File: config.mk
export PLATFORM = sky130hd
export DESIGN_NAME = bch8_bitfix
export DESIGN_NICKNAME = d
export VERILOG_FILES = /design/src/rtl/bch8_fix_pkg.sv /design/src/rtl/bch8_loc_unpack.sv /design/src/rtl/bch8_fix_seq.sv /design/src/rtl/bch8_bitfix.sv
export SDC_FILE = /design/constraint.sdc
export NUM_CORES = 1
export LEC_CHECK = 0
export BUFFER_PORTS_ARGS = -buffer_cell sky130_fd_sc_hd__buf_2
export CAP_MARGIN = 20
export CORE_MARGIN = 1
export CORE_UTILIZATION = 30
export DETAILED_ROUTE_END_ITERATION = 10
export PLACE_DENSITY = 0.62
export REMOVE_ABC_BUFFERS = 1
export SLEW_MARGIN = 20
export SYNTH_ARGS = -nofsm -noshare
export SYNTH_HDL_FRONTEND = slang
export SYNTH_SLANG_ARGS = --single-unit
File: constraint.sdc
create_clock -name clk -period 4.3 [get_ports clk]
set_input_delay 0.43 -clock clk [delete_from_list [all_inputs] [get_ports clk]]
set_output_delay 0.43 -clock clk [all_outputs]
set_load 0.01 [all_outputs]
File: src/rtl/bch8_fix_pkg.sv
package bch8_fix_pkg;
  // Location format fixed by the decoder: eight 13-bit positions
  localparam int LOC_W  = 13;
  localparam int N_LOC  = 8;
  localparam int PACK_W = LOC_W * N_LOC;

  // Decoder reports positions offset by 3 in the two low bits
  function automatic logic [LOC_W-1:0] loc_adjust(input logic [LOC_W-1:0] raw);
    return raw ^ LOC_W'(3);
  endfunction

  function automatic logic loc_in_data(input logic [LOC_W-1:0] pos, input int data_bits);
    return int'(pos) < data_bits;
  endfunction

  function automatic logic [7:0] bit_mask(input logic [2:0] bsel);
    return 8'(1) << bsel;
  endfunction
endpackage

File: src/rtl/bch8_loc_unpack.sv
module bch8_loc_unpack
  import bch8_fix_pkg::*;
#(
  parameter int SECTOR_BYTES = 512
) (
  input  logic [PACK_W-1:0]           packed_i,
  output logic [N_LOC-1:0][LOC_W-1:0] pos_o,
  output logic [N_LOC-1:0]            ok_o
);
  localparam int DATA_BITS = SECTOR_BYTES * 8;

  for (genvar k = 0; k < N_LOC; k++) begin : g_slot
    logic [LOC_W-1:0] raw_k;
    assign raw_k    = packed_i[k*LOC_W +: LOC_W];
    assign pos_o[k] = loc_adjust(raw_k);
    assign ok_o[k]  = loc_in_data(pos_o[k], DATA_BITS);
  end
endmodule

File: src/rtl/bch8_fix_seq.sv
module bch8_fix_seq
  import bch8_fix_pkg::*;
#(
  parameter int SECTOR_BYTES = 512,
  parameter int CNT_W        = 4,
  localparam int ADDR_W      = $clog2(SECTOR_BYTES),
  localparam int SEL_W       = $clog2(N_LOC)
) (
  input  logic                       clk,
  input  logic                       rst_n,
  input  logic                       go_i,
  input  logic [CNT_W-1:0]           cnt_i,
  input  logic [N_LOC-1:0][LOC_W-1:0] pos_i,
  input  logic [N_LOC-1:0]           ok_i,
  output logic [ADDR_W-1:0]          ram_addr_o,
  output logic                       ram_rd_o,
  input  logic [7:0]                 ram_rdata_i,
  output logic                       ram_wr_o,
  output logic [7:0]                 ram_wdata_o,
  output logic                       busy_o,
  output logic                       done_o,
  output logic [CNT_W-1:0]           fixed_o,
  output logic                       uncorr_o
);
  typedef enum logic [1:0] {S_IDLE, S_PICK, S_WR, S_FIN} state_t;

  state_t           state_q;
  logic [CNT_W-1:0] cnt_q, idx_q;
  logic [SEL_W-1:0] sel;
  logic [LOC_W-1:0] cur_pos;
  logic             cur_ok, at_end, too_many;

  assign sel      = idx_q[SEL_W-1:0];
  assign cur_pos  = pos_i[sel];
  assign cur_ok   = ok_i[sel];
  assign at_end   = (idx_q == cnt_q);
  assign too_many = (cnt_i > CNT_W'(N_LOC));

  assign ram_addr_o  = cur_pos[ADDR_W+2:3];
  assign ram_rd_o    = (state_q == S_PICK) && !at_end && cur_ok;
  assign ram_wr_o    = (state_q == S_WR);
  assign ram_wdata_o = ram_rdata_i ^ bit_mask(cur_pos[2:0]);
  assign busy_o      = (state_q != S_IDLE);
  assign done_o      = (state_q == S_FIN);

  always_ff @(posedge clk or negedge rst_n) begin
    if (!rst_n) begin
      state_q  <= S_IDLE;
      cnt_q    <= '0;
      idx_q    <= '0;
      fixed_o  <= '0;
      uncorr_o <= 1'b0;
    end else begin
      case (state_q)
        S_IDLE: if (go_i) begin
          cnt_q    <= cnt_i;
          idx_q    <= '0;
          fixed_o  <= '0;
          uncorr_o <= too_many;
          state_q  <= too_many ? S_FIN : S_PICK;
        end
        S_PICK: begin
          if (at_end)      state_q <= S_FIN;
          else if (cur_ok) state_q <= S_WR;
          else             idx_q   <= idx_q + 1'b1;
        end
        S_WR: begin
          fixed_o <= fixed_o + 1'b1;
          idx_q   <= idx_q + 1'b1;
          state_q <= S_PICK;
        end
        default: state_q <= S_IDLE;
      endcase
    end
  end

  p_wr_follows_rd_r8: assert property (@(posedge clk) disable iff (!rst_n)
    ram_wr_o |-> $past(ram_rd_o));
  p_same_addr_r8: assert property (@(posedge clk) disable iff (!rst_n)
    ram_wr_o |-> ram_addr_o == $past(ram_addr_o));
  p_done_single_r9: assert property (@(posedge clk) disable iff (!rst_n)
    done_o |=> !done_o);
  p_uncorr_zero_r4: assert property (@(posedge clk) disable iff (!rst_n)
    (done_o && uncorr_o) |-> fixed_o == '0);
  p_quiet_idle_r1: assert property (@(posedge clk) disable iff (!rst_n)
    !busy_o |-> !(ram_rd_o || ram_wr_o));
  p_fix_bound_r9: assert property (@(posedge clk) disable iff (!rst_n)
    (done_o && !uncorr_o) |-> fixed_o <= cnt_q);
endmodule

File: src/rtl/bch8_bitfix.sv
module bch8_bitfix
  import bch8_fix_pkg::*;
#(
  parameter int SECTOR_BYTES = 512,
  parameter int WORD_W       = 32,
  parameter int CNT_W        = 4,
  localparam int ADDR_W      = $clog2(SECTOR_BYTES)
) (
  input  logic              clk,
  input  logic              rst_n,
  input  logic              start_i,
  input  logic [WORD_W-1:0] status_i,
  input  logic [WORD_W-1:0] word1_i,
  input  logic [WORD_W-1:0] word2_i,
  input  logic [WORD_W-1:0] word3_i,
  output logic [ADDR_W-1:0] ram_addr_o,
  output logic              ram_rd_o,
  input  logic [7:0]        ram_rdata_i,
  output logic              ram_wr_o,
  output logic [7:0]        ram_wdata_o,
  output logic              busy_o,
  output logic              done_o,
  output logic [CNT_W-1:0]  fixed_cnt_o,
  output logic              uncorr_o
);
  // Status word fields consumed by this block
  localparam int RDY_BIT = 15;
  localparam int CNT_LO  = 10;
  localparam int TOP_LO  = 16;
  localparam int TOP_W   = PACK_W - 3 * WORD_W;

  logic              accept;
  logic [PACK_W-1:0] pack_q, pack_d;
  logic [N_LOC-1:0][LOC_W-1:0] pos;
  logic [N_LOC-1:0]  ok;

  assign accept = start_i && status_i[RDY_BIT] && !busy_o;
  assign pack_d = {status_i[TOP_LO +: TOP_W], word3_i, word2_i, word1_i};

  always_ff @(posedge clk or negedge rst_n) begin
    if (!rst_n)      pack_q <= '0;
    else if (accept) pack_q <= pack_d;
  end

  bch8_loc_unpack #(.SECTOR_BYTES(SECTOR_BYTES)) u_unpack (
    .packed_i (pack_q),
    .pos_o    (pos),
    .ok_o     (ok)
  );

  bch8_fix_seq #(.SECTOR_BYTES(SECTOR_BYTES), .CNT_W(CNT_W)) u_seq (
    .clk         (clk),
    .rst_n       (rst_n),
    .go_i        (accept),
    .cnt_i       (status_i[CNT_LO +: CNT_W]),
    .pos_i       (pos),
    .ok_i        (ok),
    .ram_addr_o  (ram_addr_o),
    .ram_rd_o    (ram_rd_o),
    .ram_rdata_i (ram_rdata_i),
    .ram_wr_o    (ram_wr_o),
    .ram_wdata_o (ram_wdata_o),
    .busy_o      (busy_o),
    .done_o      (done_o),
    .fixed_o     (fixed_cnt_o),
    .uncorr_o    (uncorr_o)
  );

  p_hold_inputs_r10: assert property (@(posedge clk) disable iff (!rst_n)
    busy_o |=> $stable(pack_q));
  p_no_rw_overlap_r8: assert property (@(posedge clk) disable iff (!rst_n)
    !(ram_rd_o && ram_wr_o));
endmodule

==> impl_metrics.toml, run 1 <==
[worst_setup_path]
critPathSlowestCell = "dfrtp_2"
worstSetupEndpointType = "output pin"
crit_path_max_incr_delay_ps = 900
crit_family = "multiplexers"
crit_path_start_kind = "flip-flop"
arrival_ps = 2950
crit_type = "reg -> out"
crit_buf_inv = 1
crit_chain = "mux4_2 -> mux2i_1 -> nand2_1 -> nor2_1 -> xor2_1 -> buf_2"
worstPathMaxFanout = 28
cp_data_required_time_ps = 3870

[run_status]
status = "finished, violations left"
violations = "DRC"

[sta]
rsz0062_at_grt = "no"
final-hold-violation-count = 0
skew_ps = 4.517
finalCritPeriodShare_pct = 78.62
maxSlewHeadroom_pct = 44.89
drv_slew = 0
setup_violations = 0
fmax_mhz = 295.8
hold_slack_ps = 77.86
finalCriticalPeriod_ps = 3381
tightest_slew_ps = 826.6

[clock_tree]
cts_sinks = 119
htreeDepth = 4
cts_setup_buffers = 0
clk_pin_slew_ps = 50
postCtsResizedCells = 0
cts_buffer_depth = 2
cts_tree = "done"
clk_latency_ps = 400
cts_hold_buf = 0
cts_root_buf = "clkbuf_16"
cts_inserted_buffers = 17

[placed_design]
gp_congestion = 0.7567
hpwl_um = 8635
dp_cells = 729
portBuffers = 145
place_area_um2 = 6575

[pwr]
vdd_drop_max_v = 0.0002709
p_leak_nw = 3.291
power_mw = 5.757
p_per_area_nw_per_um2 = 796.2

[die]
rows = 49
initial_core_util_pct = 30.82
die-area_um2 = 19190
die_h_um = 138.5
core_um2 = 18150
ios = 165
dieWidth_um = 138.5

[route]
drcViolationCount = 23
drtAntennaViolNets = 0
dr.pass1.iters = 7
wl_per_cell_um = 16.05
routed_wl_um = 12210
vias = 3587
via_per_inst = 4.714
drtIter0Drc = 178

[grt]
grt_antenna_before_repair = 0
grt_max_degree = 61
grt_pass1_wl_um = 20260
overflow = 0
grt_pass1_vias = 4069
grt_usage_pct = 13.63

[layout]
drive_gt1_share_pct = 62.97
area_delta_synth_final_pct = 29.28
antenna_cells = 0
design_area_um2 = 7231
final_util_pct = 39.84
finish.net_count = 665
fin_cells = 761

[synth]
avgSynthCellArea_um2 = 15.08
synth_area_um2 = 5593
synth-edff-count = 0
ys_types = 30
synthCells = 371
synth_largest_area_cell = "dfrtp_1"
ys_ff_latch = 119
ys_seq_area_share_pct = 53.24
synthArstFlopShare_pct = 100.0
ys_top_cells_by_area = "dfrtp_1 53%, mux2_2 24%, mux4_2 10%"
synth_commonest_cells = "121 x mux2_2, 119 x dfrtp_1, 26 x mux4_2, 14 x clkbuf_1, 14 x nand2_1"
yosys_warnings = 0
synthFlopType = "dfrtp_1"
yosys.area.top_type_share_pct = 53.24
yosysMostFrequentCell = "mux2_2"

[min_path]
hp-class = "in -> async"

[flow_run]
maxCapViolations = 0
==> cells by family (layout without fill, tap and decap cells) <==
family                     after synthesis  after routing  synth area share, %
and+or+nand+nor                         36             36                3.087
AOI/OAI and AO/OA                       17             17                2.192
xor gates and xnor gates                12             12                1.879
buffers and inverters                   28            189                2.215
muxes                                  152            152                35.82
adders and majority gates                7              7                1.566
DFF                                    119            119                53.24
==> flip-flops by register name, indices dropped and copies added (netlist names) <==
name	count
pack_q	104
u_seq.cnt_q	4
u_seq.fixed_o	4
u_seq.idx_q	4
u_seq.state_q	2
u_seq.uncorr_o	1
==> stage by stage <==
step	setup WS (ps)	setup TNS, ps
finish	919.2	0
global route	667.3	0
CTS	840.4	0
detailed placement	1288	0
global placement	1368	0
floorplan	-151.9	-16410
==> worst paths after layout <==
check / start / endpoint / slack (ps) / cells past startpoint
min: rst_n / pack_q[13] / 80 / 1
min reg2reg: u_seq.uncorr_o / u_seq.uncorr_o / 490 / 2
min in group clk: word2_i[27] / pack_q[59] / 250 / 2
max in group asynchronous: rst_n / pack_q[5] / 3270 / 2
max: u_seq.idx_q[1] / ram_wdata_o[2] / 920 / 6
max reg2reg: u_seq.idx_q[2] / u_seq.idx_q[0] / 1660 / 6
==> per-layer routing <==
metal	track usage, %	vias to the layer above	part of all wire, %
met5	0	-	0
met4	4.554	0	1.4
met2	23.43	106	51
met1	15.93	1806	42
met3	4.593	14	5.7
li1	-	1661	-
==> layout make-up <==
cell class	count	area, um2
Clock buffer	20	456.7
Clock inverter	12	198.9
Fill cell	1724	10920
Inverter	7	26.28
Multi-Input combinational cell	224	2504
Sequential cell	119	2980
Tap cell	229	286.5
Timing Repair Buffer	150	778.2
==> cell usage in the layout (no fill, tap or decap), drive strengths merged, types with 3 or more instances in the layout <==
cell / count
mux2: 122
o31ai: 4
bufinv: 5
ha: 7
nand3: 5
o21ai: 5
dfrtp: 119
mux2i: 4
clkinv: 3
clkbuf: 20
clkinvlp: 4
xor2: 4
inv: 7
nor2: 8
buf: 150
xnor2: 8
mux4: 26
nand2: 14
==> report_power, final <==
part           switching (mW)  total [mW]  internal [mW]  leakage (nW)
Combinational           0.862        2.14           1.28          1.56
Clock                   0.501        1.56           1.06         0.308
Sequential              0.375        2.06           1.68          1.43
Total                    1.74        5.76           4.02          3.29
No activity file was read; power rests on OpenSTA's default activity.
==> run 2: changes to the inputs <==
Clock period 4.3 ns to 3.3 ns, I/O delays scaled along.
==> impl_metrics.toml, run 2 (synthesized netlist as in run 1, its figures left out) <==
[layout]
top_register = "pack_q"
fin_cells = 763
fillers = 1715
final_common_cell = "buf_2"
most-common-layout-cells = "144 x buf_2, 121 x mux2_2, 117 x dfrtp_1, 26 x mux4_2, 17 x clkbuf_16"
finish.net_count = 667
final_util_pct = 39.92
multi_input_comb_area_um2 = 2504
antenna_cells = 0
area_delta_synth_final_pct = 29.53
largest_reg_flops = 104
regArea_um2 = 2980
drive_gt1_share_pct = 63.11

[grt]
grt_max_degree = 65
grt_antenna_before_repair = 1
overflow = 0
grt_usage_pct = 13.86
grt_pass1_vias = 3981
grt_pass1_wl_um = 20510

[die]
core_um2 = 18150
dieWidth_um = 138.5
die_h_um = 138.5
ios = 165
initial_core_util_pct = 30.82
rows = 49
die-area_um2 = 19190

[sta]
final-hold-violation-count = 2
skew_ps = 7.451
maxSlewHeadroom_pct = 48.81
setup_violations = 0
tightest_slew_ps = 767.9
finalCritPeriodShare_pct = 88.92
drv_slew = 0
rsz0062_at_grt = "no"
fmax_mhz = 340.8
finalCriticalPeriod_ps = 2934
hold_slack_ps = -8.910
fin_setup_tns_ps = 0

[pwr]
p_leak_nw = 3.307
p_per_area_nw_per_um2 = 1031
vdd_drop_max_v = 0.0004578

[worst_setup_path]
worst_r2r_endpoint = "u_seq.idx_q[0]"
crit_path_start_kind = "flip-flop"
timing.rr.start = "u_seq.idx_q[1]"
r2r_cells = 6
ff2ff_setup_slack_ps = 850
cp_data_required_time_ps = 2970
worstSetupEndpointType = "output pin"
worstPathMaxFanout = 13
arrival_ps = 2600
crit_type = "reg -> out"

[clock_tree]
cts_hold_buf = 0
cts_sinks = 119
cts_tree = "done"
cts_buffer_depth = 2
cts_setup_buffers = 0
cts_root_buf = "clkbuf_16"
htreeDepth = 4
cts_inserted_buffers = 17
clk_latency_ps = 410
postCtsResizedCells = 0
clk_pin_slew_ps = 60

[placed_design]
hpwl_um = 8656
dp_cells = 731
portBuffers = 145
gp_congestion = 0.7353

[route]
wl_per_cell_um = 16.19
drtIter0Drc = 129
dr.pass1.iters = 7
routed_wl_um = 12350
drcViolationCount = 22
drtAntennaViolNets = 0
vias = 3562
via_per_inst = 4.668

[run_status]
status = "finished, violations left"
violations = "DRC, hold timing"

[flow_run]
maxCapViolations = 0

[min_path]
hp-class = "in -> async"
==> run 2: cell types whose count changed in the layout (fill, tap and decap cells not counted) <==
cell and change:
clkinv_4 +2, clkinvlp_4 -2, buf_12 +1, buf_4 +1, bufinv_16 -1, clkbuf_8 +1
==> run 2: worst max path at each step <==
stage	start	to	cells past startpoint
after detailed placement	u_seq.idx_q[1]	ram_wdata_o[2]	6
after global routing	u_seq.idx_q[1]	ram_wdata_o[2]	6
final	u_seq.idx_q[1]	ram_wdata_o[2]	6
after floorplan	u_seq.state_q[0]	pack_q[0]	4
after global placement	u_seq.idx_q[1]	ram_wdata_o[2]	6
after CTS	u_seq.idx_q[1]	ram_wdata_o[2]	6
==> run 2: per-stage QoR <==
step | setup WS [ps] | hold slack (ps) | cell area (um2) | power [mW]
floorplan | -1152 | 34.41 | 5495 | 4.708
global placement | 793.2 | 451.7 | 6603 | 5.400
detailed placement | 738.9 | 463.6 | 6603 | 5.549
CTS | 297.1 | 18.38 | 7244 | 7.582
global route | 163.4 | 42.58 | 7244 | 7.992
finish | 365.7 | -8.910 | 7244 | 7.467
==> run 2: report_power, final <==
| part | switching, mW | leakage [nW] | internal, mW |
|---|---|---|---|
| Clock | 0.664 | 0.309 | 1.32 |
| Combinational | 1.15 | 1.57 | 1.68 |
| Sequential | 0.458 | 1.43 | 2.19 |
==> run 2: final cells by class <==
class / count / area share, %
flip-flops and latches: 119 / 41.14
multi-input cells: 224 / 34.56
repair buffers: 152 / 11.12
clock buffers: 21 / 6.494
well taps: 229 / 3.955
clock inverters: 11 / 2.366
inverters: 7 / 0.3627
==> run 2: critical path: stages, from the launching register on <==
cell,delay [ps]
dfrtp_2,620
mux4_2,560
mux2i_1,480
nand2_1,120
nor2_1,140
xor2_1,140
buf_2,140
==> run 2: per-layer routing <==
metal	track usage [%]	routed length [um]	share of wire, %	vias to the layer above
met5	0	13	0.11	-
met4	3.785	83	0.67	2
met3	5.387	766	6.2	8
met2	23.11	6181	50	107
met1	16.65	5304	43	1782
li1	-	-	-	1663
==> run 3: changes to the inputs <==
Settings changed: HOLD_SLACK_MARGIN from default to 0.02.
Clock period 3.3 ns to 3.5 ns, I/O delays scaled along.
==> impl_metrics.toml, run 3 (synthesized netlist as in run 1, its figures left out) <==
[pwr]
seq_power_share_pct = 36.1
p_int_mw = 4.814
p_per_area_nw_per_um2 = 964.9
swShare_pct = 30.74
comb_power_share_pct = 38.1
clockPowerShare_pct = 25.8
p_leak_nw = 3.274
p_switching_mw = 2.137
vdd_drop_max_v = 0.0003836

[grt]
grtUsageMet1_pct = 15.86
met3_usage_pct = 4.489
busiest_layer = "met2"
grt_usage_pct = 13.62
grt_pass1_vias = 3924
grt_max_degree = 68
met2_usage_pct = 23.46
grt_pass1_wl_um = 20220
overflow = 0
grt_antenna_before_repair = 0

[placed_design]
place_area_um2 = 6588
hpwl_um = 8615
dp_cells = 729
portBuffers = 145
gp_congestion = 0.7847

[clock_tree]
cts_root_buf = "clkbuf_16"
clk_pin_slew_ps = 50
cts_inserted_buffers = 17
cts_setup_buffers = 0
cts_buffer_depth = 2
cts_hold_buf = 0
postCtsResizedCells = 0
clk_latency_ps = 410
cts_tree = "done"
htreeDepth = 4
cts_sinks = 119

[route]
vias = 3548
routed_wl_um = 12270
drcViolationCount = 22
drtIter0Drc = 125
drtAntennaViolNets = 0
via_per_inst = 4.662
dr.pass1.iters = 9
wl_per_cell_um = 16.12

[die]
ios = 165
die-area_um2 = 19190
rows = 49
initial_core_util_pct = 30.82
core_um2 = 18150
die_h_um = 138.5
dieWidth_um = 138.5

[layout]
largest_reg_flops = 104
fin_cells = 761
drive_gt1_share_pct = 63.16
most-common-layout-cells = "144 x buf_2, 121 x mux2_2, 117 x dfrtp_1, 26 x mux4_2, 17 x clkbuf_16"
area_delta_synth_final_pct = 28.81
antenna_cells = 0
final_common_cell = "buf_2"
finish.net_count = 665
design_area_um2 = 7204
top_register = "pack_q"

[worst_setup_path]
arrival_ps = 2700
crit_path_max_incr_delay_ps = 730
crit_type = "reg -> out"
worstSetupEndpointType = "output pin"
crit_chain = "mux4_2 -> mux2_2 -> nor2b_1 -> nor2b_1 -> xor2_1 -> buf_2"
critPathSlowestCell = "dfrtp_1"
cp_data_required_time_ps = 3150
crit_path_start_kind = "flip-flop"
timing.rr.start = "u_seq.idx_q[2]"
cp_common_cell = "nor2b_1"
startpoint = "u_seq.idx_q[2]"
worstPathMaxFanout = 11

[sta]
drv_slew = 0
maxSlewHeadroom_pct = 42.66
finalCritPeriodShare_pct = 87.26
final-hold-violation-count = 0
skew_ps = 7.433
tightest_slew_ps = 860.1
finalCriticalPeriod_ps = 3054
fmax_mhz = 327.4
rsz0062_at_grt = "no"
setup_violations = 0

[flow_run]
maxCapViolations = 0

[run_status]
violations = "DRC"
status = "finished, violations left"

[min_path]
hp-class = "in -> async"
==> run 3: cell types whose count changed in the layout (fill, tap and decap cells not counted) <==
cell | before | now
clkbuf_1 | 1 | 0
bufinv_16 | 4 | 3
clkinv_2 | 2 | 3
clkinvlp_4 | 2 | 6
buf_4 | 6 | 4
clkinv_4 | 3 | 0
==> run 3: stage by stage <==
step / setup WS [ps] / total power [mW] / setup TNS, ps / utilization, % / hold WS, ps
global placement: 868.1 / 5.083 / 0 / 36.30 / 453.8
global route: 225.9 / 7.452 / 0 / 39.70 / 50.90
CTS: 342.5 / 7.074 / 0 / 39.70 / 26.56
detailed placement: 788.2 / 5.234 / 0 / 36.30 / 470.9
floorplan: -951.9 / 4.439 / -103410 / - / 54.41
finish: 445.9 / 6.952 / 0 / 39.70 / 6.719
==> run 3: cell type report <==
class | instances | area [um2]
Fill cell | 1728 | 10940
Sequential cell | 119 | 2980
Multi-Input combinational cell | 224 | 2504
Timing Repair Buffer | 150 | 790.8
Clock buffer | 20 | 466.7
Tap cell | 229 | 286.5
Clock inverter | 12 | 150.1
Inverter | 7 | 26.28
==> run 3: power by group through the flow <==
stage | Sequential (mW) | Combinational, mW | Clock (mW)
after detailed placement | 2.55 | 2.69 | 0
final | 2.51 | 2.65 | 1.80
after CTS | 2.52 | 2.70 | 1.86
after floorplan | 2.43 | 2.01 | 0
after global routing | 2.62 | 2.92 | 1.92
after global placement | 2.48 | 2.61 | 0
==> run 3: routing by layer <==
metal | vias to the layer above | share of wire, % | wire length, um
li1 | 1652 | - | -
met1 | 1788 | 42 | 5099
met2 | 99 | 52 | 6328
met3 | 9 | 5.8 | 713
met4 | 0 | 1.1 | 130
met5 | - | 0 | 0
==> run 3: path summary, 6_finish.rpt <==
path	end	slack (ps)	depth (start not counted)
max	ram_wdata_o[5]	450	6
min	pack_q[40]	7	1
max reg2reg	u_seq.idx_q[0]	900	6
min reg2reg	u_seq.uncorr_o	480	2
max in group asynchronous	pack_q[41]	2700	2
min in group clk	pack_q[4]	170	2
==> run 3: worst max-delay path, delay by kind of cell, from the launching register on <==
| kind | cells | cell delay (ps) |
|---|---|---|
| DFF | 1 | 730 |
| buffers and inverters | 1 | 140 |
| muxes | 2 | 920 |
| and+or+nand+nor | 2 | 360 |
| xor gates and xnor gates | 1 | 150 |
